`src/rtl/pdn_pkg.sv`:
```
`timescale 1ns/1ps
// Package: shared types for the power-down sequencer.
// Assumes: nothing beyond plain synthesizable SystemVerilog.
package pdn_pkg;

    // Configuration of the shared fault / amplifier-enable pin
    typedef struct packed {
        logic en;   // pin acts as amplifier enable
        logic lvl;  // programmed level
        logic pol;  // polarity / power-down value
    } line_cfg_t;

    // Next level of the shared pin from configuration and state
    function automatic logic line_level(line_cfg_t cfg, logic pd, logic fault);
        if (!cfg.en)
            return fault;
        else if (pd)
            return cfg.pol;
        else
            return cfg.lvl ^ cfg.pol;
    endfunction

endpackage

```
`src/rtl/pdn_sync.sv`:
```
`timescale 1ns/1ps
// Module: multi-flop synchronizer for one asynchronous level.
// Assumes: the input is a slow level. RST_VAL is the idle level that reset loads.
module pdn_sync #(
    parameter int   STAGES  = 2,
    parameter logic RST_VAL = 1'b1
) (
    input  logic clk,
    input  logic rst_n,
    input  logic din,
    output logic dout
);
    logic [STAGES-1:0] stage;

    generate
        for (genvar g = 0; g < STAGES; g++) begin : g_stage
            if (g == 0) begin : g_first
                // First stage captures the asynchronous input
                always_ff @(posedge clk) begin
                    if (!rst_n) stage[g] <= RST_VAL;
                    else        stage[g] <= din;
                end
            end else begin : g_next
                // Later stages resolve metastability
                always_ff @(posedge clk) begin
                    if (!rst_n) stage[g] <= RST_VAL;
                    else        stage[g] <= stage[g-1];
                end
            end
        end
    endgenerate

    assign dout = stage[STAGES-1];
endmodule

```
`src/rtl/pdn_countdown.sv`:
```
`timescale 1ns/1ps
// Module: power-down delay counter and bridge enable.
// Counts the cycles of continuous power-down and tristates the bridge when
// DELAY cycles have been counted, or at once on a quick hardware shutdown.
// Assumes: DELAY >= 1. pd_req and hw_pd are synchronous to clk.
module pdn_countdown #(
    parameter int DELAY = 13_000_000,
    localparam int CNT_W = $clog2(DELAY + 1)
) (
    input  logic             clk,
    input  logic             rst_n,
    input  logic             pd_req,
    input  logic             hw_pd,
    input  logic             quick_off,
    output logic             bridge_en,
    output logic             fade_req,
    output logic [CNT_W-1:0] cnt
);
    localparam logic [CNT_W-1:0] CNT_TOP  = CNT_W'(DELAY);
    localparam logic [CNT_W-1:0] CNT_LAST = CNT_W'(DELAY - 1);

    logic quick_hit;
    logic count_done;

    assign quick_hit  = hw_pd && quick_off;
    assign count_done = (cnt >= CNT_LAST);

    // Saturating count of the cycles with power-down active
    always_ff @(posedge clk) begin
        if (!rst_n)            cnt <= '0;
        else if (!pd_req)      cnt <= '0;
        else if (cnt != CNT_TOP) cnt <= cnt + 1'b1;
    end

    // Bridge enable: sticky low during power-down, high without it
    always_ff @(posedge clk) begin
        if (!rst_n)      bridge_en <= 1'b0;
        else if (!pd_req) bridge_en <= 1'b1;
        else             bridge_en <= bridge_en && !(quick_hit || count_done);
    end

    // Fade-out request follows the power-down state
    always_ff @(posedge clk) begin
        if (!rst_n) fade_req <= 1'b0;
        else        fade_req <= pd_req;
    end
endmodule

```
`src/rtl/pdn_outmux.sv`:
```
`timescale 1ns/1ps
// Module: shared pin selection and low-volume mute flag.
// Assumes: volume is a signed gain code in half-dB steps. MUTE_CODE fits in VOL_W.
module pdn_outmux
    import pdn_pkg::*;
#(
    parameter int        VOL_W     = 9,
    parameter int signed MUTE_CODE = -152
) (
    input  logic                    clk,
    input  logic                    rst_n,
    input  line_cfg_t               line_cfg,
    input  logic                    pd_req,
    input  logic                    fault_in,
    input  logic                    mute_en,
    input  logic signed [VOL_W-1:0] volume,
    output logic                    mpin,
    output logic                    mute
);
    localparam logic signed [VOL_W-1:0] MUTE_LIM = MUTE_CODE[VOL_W-1:0];

    logic below_lim;
    assign below_lim = (volume < MUTE_LIM);

    // Registered level of the shared pin
    always_ff @(posedge clk) begin
        if (!rst_n) mpin <= 1'b0;
        else        mpin <= line_level(line_cfg, pd_req, fault_in);
    end

    // Registered mute flag on strict below-threshold volume
    always_ff @(posedge clk) begin
        if (!rst_n) mute <= 1'b0;
        else        mute <= mute_en && below_lim;
    end
endmodule

```
`src/rtl/pdn_sequencer.sv`:
```
`timescale 1ns/1ps
// Module: amplifier power-down sequencer, top level.
// Merges the hardware pin and the register request, sequences the bridge
// shutdown, and drives the shared pin and the mute flag.
// Assumes: the pin is asynchronous. All other inputs are synchronous to clk.
module pdn_sequencer
    import pdn_pkg::*;
#(
    parameter int        DELAY       = 13_000_000,
    parameter int        SYNC_STAGES = 2,
    parameter int        VOL_W       = 9,
    parameter int signed MUTE_CODE   = -152,
    localparam int       CNT_W       = $clog2(DELAY + 1)
) (
    input  logic                    clk,
    input  logic                    rst_n,
    input  logic                    pwr_dn_pin_n,
    input  logic                    reg_pwr_dn,
    input  logic                    cfg_quick_off,
    input  logic                    cfg_line_en,
    input  logic                    cfg_line_lvl,
    input  logic                    cfg_line_pol,
    input  logic                    cfg_mute_en,
    input  logic signed [VOL_W-1:0] volume,
    input  logic                    fault_in,
    output logic                    bridge_en,
    output logic                    fade_req,
    output logic                    mute,
    output logic                    mpin
);
    logic             pin_sync_n;
    logic             hw_pd;
    logic             pd_req;
    logic [CNT_W-1:0] cnt;
    line_cfg_t        line_cfg;

    // Synchronize the hardware pin (idle high)
    pdn_sync #(.STAGES(SYNC_STAGES), .RST_VAL(1'b1)) u_sync (
        .clk   (clk),
        .rst_n (rst_n),
        .din   (pwr_dn_pin_n),
        .dout  (pin_sync_n)
    );

    // Merge the two power-down sources
    assign hw_pd  = !pin_sync_n;
    assign pd_req = hw_pd || reg_pwr_dn;

    assign line_cfg = '{en: cfg_line_en, lvl: cfg_line_lvl, pol: cfg_line_pol};

    pdn_countdown #(.DELAY(DELAY)) u_count (
        .clk       (clk),
        .rst_n     (rst_n),
        .pd_req    (pd_req),
        .hw_pd     (hw_pd),
        .quick_off (cfg_quick_off),
        .bridge_en (bridge_en),
        .fade_req  (fade_req),
        .cnt       (cnt)
    );

    pdn_outmux #(.VOL_W(VOL_W), .MUTE_CODE(MUTE_CODE)) u_out (
        .clk      (clk),
        .rst_n    (rst_n),
        .line_cfg (line_cfg),
        .pd_req   (pd_req),
        .fault_in (fault_in),
        .mute_en  (cfg_mute_en),
        .volume   (volume),
        .mpin     (mpin),
        .mute     (mute)
    );
endmodule

```
`config.mk`:
```
export PLATFORM = sky130hd
export DESIGN_NAME = pdn_sequencer
export DESIGN_NICKNAME = d
export VERILOG_FILES = /design/src/rtl/pdn_pkg.sv /design/src/rtl/pdn_sync.sv /design/src/rtl/pdn_countdown.sv /design/src/rtl/pdn_outmux.sv /design/src/rtl/pdn_sequencer.sv
export SDC_FILE = /design/constraint.sdc
export NUM_CORES = 1
export LEC_CHECK = 0
export ABC_AREA = 1
export BUFFER_PORTS_ARGS = -buffer_cell sky130_fd_sc_hd__buf_2
export CORE_MARGIN = 10
export CORE_UTILIZATION = 55
export DETAILED_ROUTE_END_ITERATION = 10
export PLACE_DENSITY = 0.77
export SLEW_MARGIN = 20
export SYNTH_ARGS = -nofsm -noshare
export SYNTH_HDL_FRONTEND = slang
export SYNTH_SLANG_ARGS = --single-unit
```
`constraint.sdc`:
```
create_clock -name clk -period 1.74 [get_ports clk]
set_clock_uncertainty 0.15 [all_clocks]
set_input_delay 0.261 -clock clk [delete_from_list [all_inputs] [get_ports clk]]
set_output_delay 0.261 -clock clk [all_outputs]
set_load 0.005 [all_outputs]
```
# Word-level counts from Yosys, hierarchy flattened
# Index checks and enable logic that the tools add are counted.
[totals]
reg_bits = 30
latchBits = 0
ram_bits = 0
mem_bits_ro = 0
in_bits = 19
out_inout_bits = 4
wordCells = 23
mem_count = 0
[op_classes]
n_addsub = 1
multipliers = 0
div_mod_pow = 0
magnitude_cmp = 2
n_eq_ne = 1
n_shift = 0
muxes = 3
n_bitwise = 1
reduce_logical = 8
[ops]
columns = ["cell", "count"]
rows = [
  ["adder 24 x 1 -> 24 bit (second input constant)", 1],
  ["greater-or-equal comparator 24 bit (second input constant)", 1],
  ["inequality test 24 bit (second input constant)", 1],
  ["< comparator 9 bit (second input constant)", 1],
  ["logical AND 1 bit", 3],
  ["2-to-1 mux 1 bit", 3],
  ["logical NOT 1 bit", 2],
  ["logical OR 1 bit", 2],
  ["AND reduction 2 bit", 1],
  ["XOR 1 bit", 1],
]

# Depth between registers and ports, before layout
# Gate-level depths: netlist of the first run.
[logic_depth]
word_depth = 6
ltp_mapped = 9
mapped_depth_nobuf = 9

# Hierarchy
# From an unflattened synthesis of the first run, not the netlist that was laid out.
[unflattened]
cells_unflattened = 242
area_unflattened_um2 = 1595.3
[modules_own_cells]
columns = ["mod", "n_inst", "cells_each", "area_per_inst_um2", "seq_area_each_um2"]
rows = [
  ["pdn_countdown", 1, 217, 1426.4, 520.5],
  ["pdn_outmux", 1, 16, 102.6, 40.0],
  ["pdn_sync", 1, 6, 55.1, 40.0],
  ["pdn_sequencer", 1, 3, 11.3, 0.0],
]

# Worst setup path after synthesis of the first run
# OpenSTA, ideal clock, no wires.
[synth_timing]
kind = "register to register"
start = "register u_count.cnt[0]"
end = "register u_count.cnt[22]"
setup_ns = 0.115
arrival_time_ns = 1.178
required_ns = 1.475
slack_ns = 0.297
stages_incl_launch_ff = 9
n_path_buf = 0
synth_period_minus_slack_ns = 1.443
cell_sequence = "dfxtp_1 ha_1 nand2_2 nor2_4 nand2_2 clkinv_1 nand3_1 nand2_1 nor2_1"
[synth_via]
elab_chain_cells = 1
word_cells_on_any_way = 2
cone_classes = "1 x add/sub; 1 x eq/ne"
[synth_lines]
columns = ["element", "line_no", "rtl"]
rows = [
  ["start: declaration", "pdn_countdown.sv:17", "output logic [CNT_W-1:0] cnt"],
  ["start signal: assignment", "pdn_countdown.sv:32", "else if (cnt != CNT_TOP) cnt <= cnt + 1'b1;"],
  ["adder 24 x 1 -> 24 bit / inequality test 24 bit (equally long branches)", "pdn_countdown.sv:32", ""],
]
# Parallel ways exist; a longest one is shown, timed or not.
# A chain may end at the register's enable or synchronous reset.

# Worst setup path after layout of the first run
[layout_timing]
start = "register u_sync.stage[1], in the netlist u_sync.dout"
end = "register u_out.mpin"
[layout_via]
elab_chain_cells = 4
[layout_lines]
columns = ["element", "line_no", "rtl"]
rows = [
  ["start: declaration", "pdn_sync.sv:13", "logic [STAGES-1:0] stage;"],
  ["start signal: indexed assignment", "pdn_sync.sv:27", "else stage[g] <= stage[g-1];"],
  ["logical NOT 1 bit", "pdn_sequencer.sv:46", "assign hw_pd = !pin_sync_n;"],
  ["logical OR 1 bit", "pdn_sequencer.sv:47", "assign pd_req = hw_pd || reg_pwr_dn;"],
  ["2-to-1 mux 1 bit", "pdn_pkg.sv:17", "else if (pd)"],
  ["2-to-1 mux 1 bit", "pdn_pkg.sv:15", "if (!cfg.en)"],
  ["end signal: assignment", "pdn_outmux.sv:28", "else mpin <= line_level(line_cfg, pd_req, fault_in);"],
  ["end: declaration", "pdn_outmux.sv:17", "output logic mpin,"],
]
# Every way passes these cells.

==> out/qor.yml, run 1 <==
status:
  status: "finished clean"
power:
  p_seq_frac: 0.522
  powerDensity_nw_per_um2: 712
  switching_share: 0.231
  intPower_mw: 1.04
  p_leak_nw: 0.728
  p_clk_frac: 0.416
  p_comb_frac: 0.063
  ir_drop_mv: 0.686
  p_sw_mw: 0.311
worst_setup_path:
  critPathKind: "flop to flop"
  cp-start-kind: "flop"
  r2r_slack_ps: 120
  cp-end-kind: "flop"
  required_ps: 1830
  critPathArrivalTime_ps: 1710
  crit_path_max_fanout: 3
placement:
  gp_congestion: 0.926
  placed_area_sq_um: 1760
  placed_cells: 302
  post-dp-hpwl_um: 2830
  io_buffer_count: 19
final_layout:
  area_growth_pct: 17.9
  final_nets: 304
  final_design_area_no_fill_sq_um: 1890
  layout.cells.non_filler: 315
  fillCellCount: 260
  antenna_cells: 0
  drive_gt1_frac: 0.165
yosys:
  yosys_warnings: 0
  synth_area_sq_um: 1610
  synthesis.nets: 271
  ys_seq_area_frac: 0.374
  yosysTopAreaCell: "dfxtp_1"
  ys_top_cells_by_area: "dfxtp_1 (37%), nand2_1 (17%), nor2_1 (9.6%)"
  ys_async_sr_fraction: 0
  synth-edff-count: 0
  ys_ff_latch: 30
  avgSynthCellArea_sq_um: 6.42
  synthTopCellsByCount: "nand2_1 (71), nor2_1 (41), dfxtp_1 (30), a21oi_1 (24), inv_1 (24)"
  yosysMostFrequentCell: "nand2_1"
  synthDistinctLibCells: 26
  synth.top_cell.area_share: 0.374
  netlist_instances: 250
  ys.flop_type: "dfxtp_1"
sta:
  worst_pin_slew_ps: 338
  post-route-period-util: 0.931
  finalHoldViolCount: 0
  rsz0062_at_grt: "no"
  slew_violations: 0
  setup_viol: 0
  tns_ps: 0
  slew_headroom: 0.774
  holdWs_ps: 34.1
  min_period_ps: 1620
  fmax_ghz: 0.617
route:
  wl_per_cell_um: 12.1
  ant_nets: 0
  drtIter0Drc: 124
  vias: 1625
  via_per_inst: 5.16
  remaining_drc_errors: 0
  first_pass_iters: 4
  drt-total-wl_um: 3820
floorplan:
  io_pins: 23
  floorplan.rows: 19
  coreArea_sq_um: 2780
  die_area_sq_um: 5480
  die_width_um: 74.0
  die_y_um: 74.0
  start_util: 0.577
clock_network:
  cts.htree.levels: 2
  clk_latency_ps: 340
  cts_buffers: 5
  cts_sinks: 30
  post_cts_buffers: 0
  clk_pin_slew_ps: 100
  cts_tree: "yes"
  cts_max_path_buffers: 2
  root_buffer: "clkbuf_4"
grt:
  grt_max_degree: 11
  grt.busiest_layer: "met2"
  grt_pass1_vias: 1523
  grt_pass1_wl_um: 6600
  track_usage: 0.151
  grt_util_met1: 0.193
  grtUsageMet2: 0.227
  use_met3: 0.0465
  grt_overflow_total: 0
  grt_antenna_before_repair: 0
job:
  cap_viol_max_count: 0
worst_hold_path:
  hold_path.class: "input port to flop"
## placed cells by master (no fill, tap or decap), types with 4 or more instances in the layout
master / n
inv_1: 24
o21ai_0: 10
dlygate4sd3_1: 5
nand2_1: 71
a21oi_1: 24
clkbuf_4: 5
nor2_1: 39
dfxtp_1: 30
nor2_2: 6
buf_2: 19
nand4_1: 5
nand3b_1: 4
buf_4: 4
nand3_1: 13
## final cells by class
cell class              count  area [sq um]  area share
well taps                  31          38.8      0.0205
clock buffers               5          37.5      0.0198
multi-input cells         191           900       0.475
inverters                  27           101      0.0535
clock inverters             3          40.0      0.0211
flip-flops and latches     30           601       0.317
repair buffers             28           175      0.0925
## sequential cells by signal, indices dropped and copies added (netlist names)
signal and count:
u_count.cnt 24, u_out.mpin 1, u_count.bridge_en 1, u_count.fade_req 1
u_sync.dout 1, u_sync.stage 1, u_out.mute 1
## metal layers
layer  vias to the layer above  wire length, um
li1                        864                -
met1                       719             1830
met2                        35             1710
met3                         7              207
met4                         0               65
met5                         -                0
## what timing repair did
action                     CTS  global route
hold buffers                 5             0
gates resized for setup      0             2
hold endpoints to repair     3             0
setup endpoints to repair    0             2
## critical path, stage by stage, from the launching register on
cell	delay [ps]
dfxtp_1	320
inv_1	60
nor2_2	130
nand2_1	80
xor2_1	140
a21oi_1	80
dlygate4sd3_1	560
## cell families after synthesis
logic type	after synthesis	synth area share
AND/OR/NAND/NOR	150	0.409
AO/OA/AOI/OAI	37	0.122
flip-flops	30	0.374
buffers and inverters	29	0.0686
XOR/XNOR	2	0.0109
adder cells (fa/ha/maj)	2	0.0156
## power groups by stage
stage	registers (mW)	logic [mW]	clock network, mW
after global routing	0.705	0.0948	0.595
after CTS	0.703	0.0837	0.569
after floorplan	0.719	0.0382	0
final	0.703	0.0848	0.560
after detailed placement	0.719	0.0753	0
after global placement	0.719	0.0731	0
## stage by stage
stage | utilization | power, mW | setup WS (ps)
global placement | 0.633 | 0.792 | 226
CTS | 0.679 | 1.36 | 114
floorplan | - | 0.757 | 297
finish | 0.681 | 1.35 | 119
global route | 0.681 | 1.40 | 14.1
detailed placement | 0.633 | 0.794 | 218
## final timing paths
kind,start,endpoint,cells past startpoint
worst max-delay path,u_sync.dout,u_out.mpin,6
worst min-delay path,reg_pwr_dn,u_count.bridge_en,4
worst max register to register,u_sync.dout,u_out.mpin,6
worst min register to register,u_sync.stage[0],u_sync.dout,1
Note: power is estimated with default switching activity, not from simulation.
==> run 2: changes to the inputs <==
--- a/config.mk
+++ b/config.mk
@@ -8,9 +8,8 @@
 export ABC_AREA = 1
 export BUFFER_PORTS_ARGS = -buffer_cell sky130_fd_sc_hd__buf_2
 export CORE_MARGIN = 10
-export CORE_UTILIZATION = 55
+export CORE_UTILIZATION = 36
 export DETAILED_ROUTE_END_ITERATION = 10
-export PLACE_DENSITY = 0.77
 export SLEW_MARGIN = 20
 export SYNTH_ARGS = -nofsm -noshare
 export SYNTH_HDL_FRONTEND = slang
==> constraint.sdc (replaced) <==
create_clock -name clk -period 1.74 [get_ports clk]
set_clock_uncertainty 0.15 [all_clocks]
set_input_delay 0.087 -clock clk [delete_from_list [all_inputs] [get_ports clk]]
set_output_delay 0.087 -clock clk [all_outputs]
set_load 0.005 [all_outputs]
==> out/qor.yml, run 2 (synthesis results as in run 1) <==
status:
  status: "finished clean"
worst_setup_path:
  reg2reg_from: "u_count.cnt[14]"
  required_ps: 1760  # -70 ps
  reg2regPathDepth: 6  # unchanged
  cp-end-kind: "flop"
  worstReg2RegEnd: "u_count.cnt[22]"
  cp-start-kind: "input port"
  critPathKind: "input port to flop"
  crit_start: "reg_pwr_dn"
  crit_path_max_fanout: 3  # unchanged
  r2r_slack_ps: 160  # +40 ps
  critPathArrivalTime_ps: 1680  # -30 ps
power:
  p_leak_nw: 0.736  # +0.99%
  powerDensity_nw_per_um2: 682  # -4.2%
  ir_drop_mv: 0.399  # -42%
placement:
  post-dp-hpwl_um: 2970  # +5.1%
  placed_cells: 323  # +7.0%
  gp_congestion: 0.841  # -9.2%
  pre_cts_slack_ps: 163  # -55.1 ps
  io_buffer_count: 19  # unchanged
floorplan:
  die_area_sq_um: 7530  # +37%
  coreArea_sq_um: 4320  # +55%
  die_width_um: 86.8  # +17%
  floorplan.rows: 24  # +5
  io_pins: 23  # unchanged
  die_y_um: 86.8  # +17%
  start_util: 0.371  # -0.206
final_layout:
  mostFrequentLayoutCell: "nand2_1"
  area_growth_pct: 20.7
  final_nets: 306  # +0.66%
  largest_reg_flops: 24  # unchanged
  layout_common_cells: "nand2_1 (71), nor2_1 (40), dfxtp_1 (30)"
  antenna_cells: 0  # unchanged
  top_register: "u_count.cnt"
  fillCellCount: 463  # +78%
  layout.cells.non_filler: 337  # +7.0%
  drive_gt1_frac: 0.158  # -0.00760
route:
  first_pass_iters: 4  # unchanged
  ant_nets: 0  # unchanged
  drtIter0Drc: 126  # +1.6%
  vias: 1600  # -1.5%
  wl_per_cell_um: 11.6  # -3.9%
  drt-total-wl_um: 3930  # +2.8%
  remaining_drc_errors: 0  # unchanged
  via_per_inst: 4.75  # -8.0%
sta:
  min_period_ps: 1660  # +35.0 ps
  post-route-period-util: 0.952  # +0.0201
  setup_viol: 0  # unchanged
  tns_ps: 0  # unchanged
  worst_slack_ps: 84.3  # -35.0 ps
  rsz0062_at_grt: "no"
  worst_pin_slew_ps: 380  # +41.4 ps
  slew_headroom: 0.747  # -0.0277
  fmax_ghz: 0.604  # -2.1%
  slew_violations: 0  # unchanged
  finalHoldViolCount: 0  # unchanged
grt:
  grt_antenna_before_repair: 0  # unchanged
  grt_max_degree: 12  # +1
  grt_overflow_total: 0  # unchanged
  grt_pass1_wl_um: 6830  # +3.6%
  track_usage: 0.112  # -0.0383
  grt_pass1_vias: 1522  # -0.066%
clock_network:
  cts.htree.levels: 2  # unchanged
  cts_tree: "yes"
  cts_buffers: 5  # unchanged
  clk_pin_slew_ps: 60  # -40 ps
  cts_sinks: 30  # unchanged
  cts_max_path_buffers: 2  # unchanged
  clk_latency_ps: 280  # -60 ps
  root_buffer: "clkbuf_8"
worst_hold_path:
  hold_path.class: "input port to flop"
  min_from: "cfg_quick_off"
  hold_depth: 6  # +2
  min_to: "u_count.bridge_en"
job:
  cap_viol_max_count: 0  # unchanged
## run 2: cell types whose count changed in the layout (fill, tap and decap cells not counted)
| cell | before | now |
|---|---|---|
| dlygate4sd3_1 | 5 | 7 |
| nor2_2 | 6 | 5 |
| clkbuf_8 | 0 | 5 |
| clkbuf_4 | 5 | 0 |
| bufinv_16 | 1 | 0 |
| nor2_1 | 39 | 40 |
## run 2: worst max path at each step
stage,to,slack [ps],depth (start not counted)
finish,u_out.mpin,80,7
global route,u_out.mpin,20,7
CTS,u_out.mpin,40,7
detailed placement,u_count.cnt[22],160,6
global placement,u_count.cnt[22],160,6
floorplan,u_count.cnt[22],300,8
## run 2: critical path, cell delays in order
cell and delay (ps):
dlygate4sd3_1 530, buf_2 120, nor2_2 120, nand2_1 70, xor2_1 130, a21oi_1 70, dlygate4sd3_1 550
## run 2: cell type report
class / instances / area [sq um] / share of cell area
timing repair buffer: 30 / 195 / 0.101
multi-input combinational: 191 / 897 / 0.463
clock buffer: 5 / 68.8 / 0.0355
clock inverter: 2 / 10.0 / 0.00516
inverter: 27 / 101 / 0.0523
tap: 52 / 65.1 / 0.0336
sequential: 30 / 601 / 0.310
## run 2: report_power, final
part	internal, mW	switching (mW)	total [mW]
clock	0.268	0.265	0.532
combinational	0.0451	0.0412	0.0863
sequential	0.698	0.00625	0.704
## run 2: routing by layer
metal / vias to the layer above / wire length [um] / track usage
met5: - / 0 / 0
met4: 0 / 65 / 0.0442
met3: 6 / 256 / 0.0478
met2: 27 / 1690 / 0.168
met1: 700 / 1920 / 0.139
li1: 867 / - / -
## run 2: metrics by stage
step / power (mW) / area [sq um] / utilization / hold WS (ps)
final: 1.32 / 1940 / 0.448 / 38.8
after global routing: 1.39 / 1940 / 0.448 / 73.3
after CTS: 1.34 / 1940 / 0.448 / 33.6
after detailed placement: 0.794 / 1790 / 0.413 / 107
after global placement: 0.793 / 1790 / 0.413 / 107
after floorplan: 0.757 / 1610 / - / 13.3
## run 2: timing repair
action | 4_1_cts | 5_1_grt
resized for setup | 0 | 1
buffers inserted | 0 | 0
endpoints found under the setup margin | 0 | 1
hold buffers | 7 | 0
hold endpoints to repair | 4 | 0
==> run 3: changes to the inputs <==
--- a/config.mk
+++ b/config.mk
@@ -7,7 +7,7 @@
 export LEC_CHECK = 0
 export ABC_AREA = 1
 export BUFFER_PORTS_ARGS = -buffer_cell sky130_fd_sc_hd__buf_2
-export CORE_MARGIN = 10
+export CORE_MARGIN = 1.5
 export CORE_UTILIZATION = 36
 export DETAILED_ROUTE_END_ITERATION = 10
 export SLEW_MARGIN = 20
==> out/qor.yml, run 3 (synthesis results as in run 1) <==
power:
  p_comb_frac: 0.052  # -0.013
  p_sw_mw: 0.328  # +5.1%
  intPower_mw: 1.35  # +34%
  p_clk_frac: 0.530  # +0.127
  powerDensity_nw_per_um2: 839  # +23%
  ir_drop_mv: 0.447  # +12%
  p_total_mw: 1.68  # +27%
  p_seq_frac: 0.419  # -0.113
  p_leak_nw: 0.757  # +2.9%
  switching_share: 0.195  # -0.0409
final_layout:
  fillCellCount: 474  # +2.4%
  final_nets: 305  # -0.33%
  regArea_sq_um: 601  # unchanged
  antenna_cells: 0  # unchanged
  largest_reg_flops: 24  # unchanged
  layout_common_cells: "nand2_1 (71), nor2_1 (40), dfxtp_1 (30)"
  drive_gt1_frac: 0.161  # +0.00351
  mostFrequentLayoutCell: "nand2_1"
  multi_input_area_sq_um: 907  # +1.1%
  area_growth_pct: 24.9
  top_register: "u_count.cnt"
clock_network:
  root_buffer: "clkbuf_8"
  clk_latency_ps: 290  # about the same
  cts_tree: "yes"
  cts_max_path_buffers: 2  # unchanged
  cts_sinks: 30  # unchanged
  cts.htree.levels: 2  # unchanged
  clk_pin_slew_ps: 70  # about the same
  post_cts_buffers: 0  # unchanged
  cts_buffers: 5  # unchanged
grt:
  grt_pass1_wl_um: 6550  # -4.1%
  grt_pass1_vias: 1464  # -3.8%
  grt_max_degree: 11  # -1
  grt_antenna_before_repair: 0  # unchanged
  track_usage: 0.170  # +0.0574
  grt_overflow_total: 0  # unchanged
placement:
  io_buffer_count: 19  # unchanged
  post-dp-hpwl_um: 2780  # -6.4%
  gp_congestion: 0.868  # +3.2%
  pre_cts_slack_ps: 224  # +61.1 ps
worst_setup_path:
  required_ps: 1810  # +50 ps
  crit_buf_inv: 2  # -1
  critPathArrivalTime_ps: 1620  # -60 ps
  reg2reg_from: "u_count.cnt[0]"
  crit_path_max_fanout: 6  # +3
  cp_common_cell: "inv_2"
  cpLargestDelayFamily: "simple AND/OR/NAND/NOR gates"
  cp-end-kind: "flop"
  path_cells: "inv_2, nor2_4, inv_2, nor2_2, nand4_1, a21oi_1"
  critPathMaxStageDelay_ps: 440  # -110 ps
  critPathKind: "flop to flop"
  crit_start: "u_count.cnt[0]"
  cpMaxStageDelayCell: "dfxtp_1"
  cp-start-kind: "flop"
sta:
  worst_slack_ps: 192  # +107 ps
  min_period_ps: 1550  # -107 ps
  fmax_ghz: 0.646  # +6.9%
  post-route-period-util: 0.890  # -0.0617
  slew_headroom: 0.810  # +0.0633
  finalHoldViolCount: 1  # +1
  holdWs_ps: -73.3  # -112 ps
  rsz0062_at_grt: "no"
  setup_viol: 0  # unchanged
  tns_ps: 0  # unchanged
  slew_violations: 0  # unchanged
  worst_pin_slew_ps: 284  # -95.6 ps
worst_hold_path:
  hold_path.class: "input port to flop"
  min_from: "fault_in"
floorplan:
  die_width_um: 69.8  # -20%
  floorplan.rows: 24  # unchanged
  die_y_um: 69.8  # -20%
  io_pins: 23  # unchanged
  die_area_sq_um: 4870  # -35%
  coreArea_sq_um: 4320  # unchanged
  start_util: 0.371  # unchanged
route:
  wl_per_cell_um: 11.1  # -4.4%
  first_pass_iters: 5  # +1
  vias: 1592  # -0.50%
  ant_nets: 0  # unchanged
  drtIter0Drc: 69  # -45%
  drt-total-wl_um: 3750  # -4.4%
  via_per_inst: 4.72  # -0.50%
  remaining_drc_errors: 0  # unchanged
status:
  violations: "hold timing"
  status: "complete, but fails checks"
job:
  cap_viol_max_count: 0  # unchanged
run 3: changes by cell type in the layout (fill, tap and decap cells not counted), sizes merged:
cell | before | now
bufinv | 0 | 2
clkinv | 3 | 1
buf | 23 | 22
clkbuf | 5 | 6
run 3: power by group through the flow:
stage	logic (mW)	clock network [mW]	registers, mW
floorplan	0.0382	0	0.719
global placement	0.0738	0	0.719
detailed placement	0.0744	0	0.719
CTS	0.0862	0.907	0.704
global route	0.0989	0.946	0.705
finish	0.0871	0.890	0.704
run 3: worst paths after layout:
check	end	slack (ps)	depth (start not counted)
hold / removal	u_out.mpin	-70	3
setup reg to reg	u_count.cnt[13]	190	6
setup / recovery	u_count.cnt[13]	190	6
hold reg to reg	u_sync.dout	270	1
run 3: stage by stage:
stage	utilization	instance area, sq um	hold slack, ps	cells
final	0.464	2000	-73.3	337
after global routing	0.464	2000	23.9	337
after CTS	0.461	1990	59.7	337
after detailed placement	0.411	1780	109	322
after global placement	0.411	1780	103	322
after floorplan	-	1610	13.3	250
run 3: what timing repair did:
item                                    in CTS  in global routing
hold buffers                                 7                  1
endpoints found under the setup margin       0                  2
gates resized for setup                      0                  3
endpoints found under the hold margin        4                  1
run 3: metal layers:
metal | track usage | wire length (um) | up-vias
li1 | - | - | 864
met1 | 0.220 | 1900 | 697
met2 | 0.272 | 1660 | 26
met3 | 0.0436 | 123 | 5
met4 | 0.0641 | 70 | 0
met5 | 0 | 0 | -
run 3: layout make-up:
class / count / share of cell area
timing repair buffer: 29 / 0.0936
sequential: 30 / 0.300
clock inverter: 2 / 0.0300
inverter: 27 / 0.0506
multi-input combinational: 191 / 0.453
clock buffer: 6 / 0.0412
tap: 52 / 0.0325
run 3: worst min-delay path, delay by kind of cell:
kind	cells	cell delay, ps
buffers and inverters	1	70
AO/OA/AOI/OAI	2	170
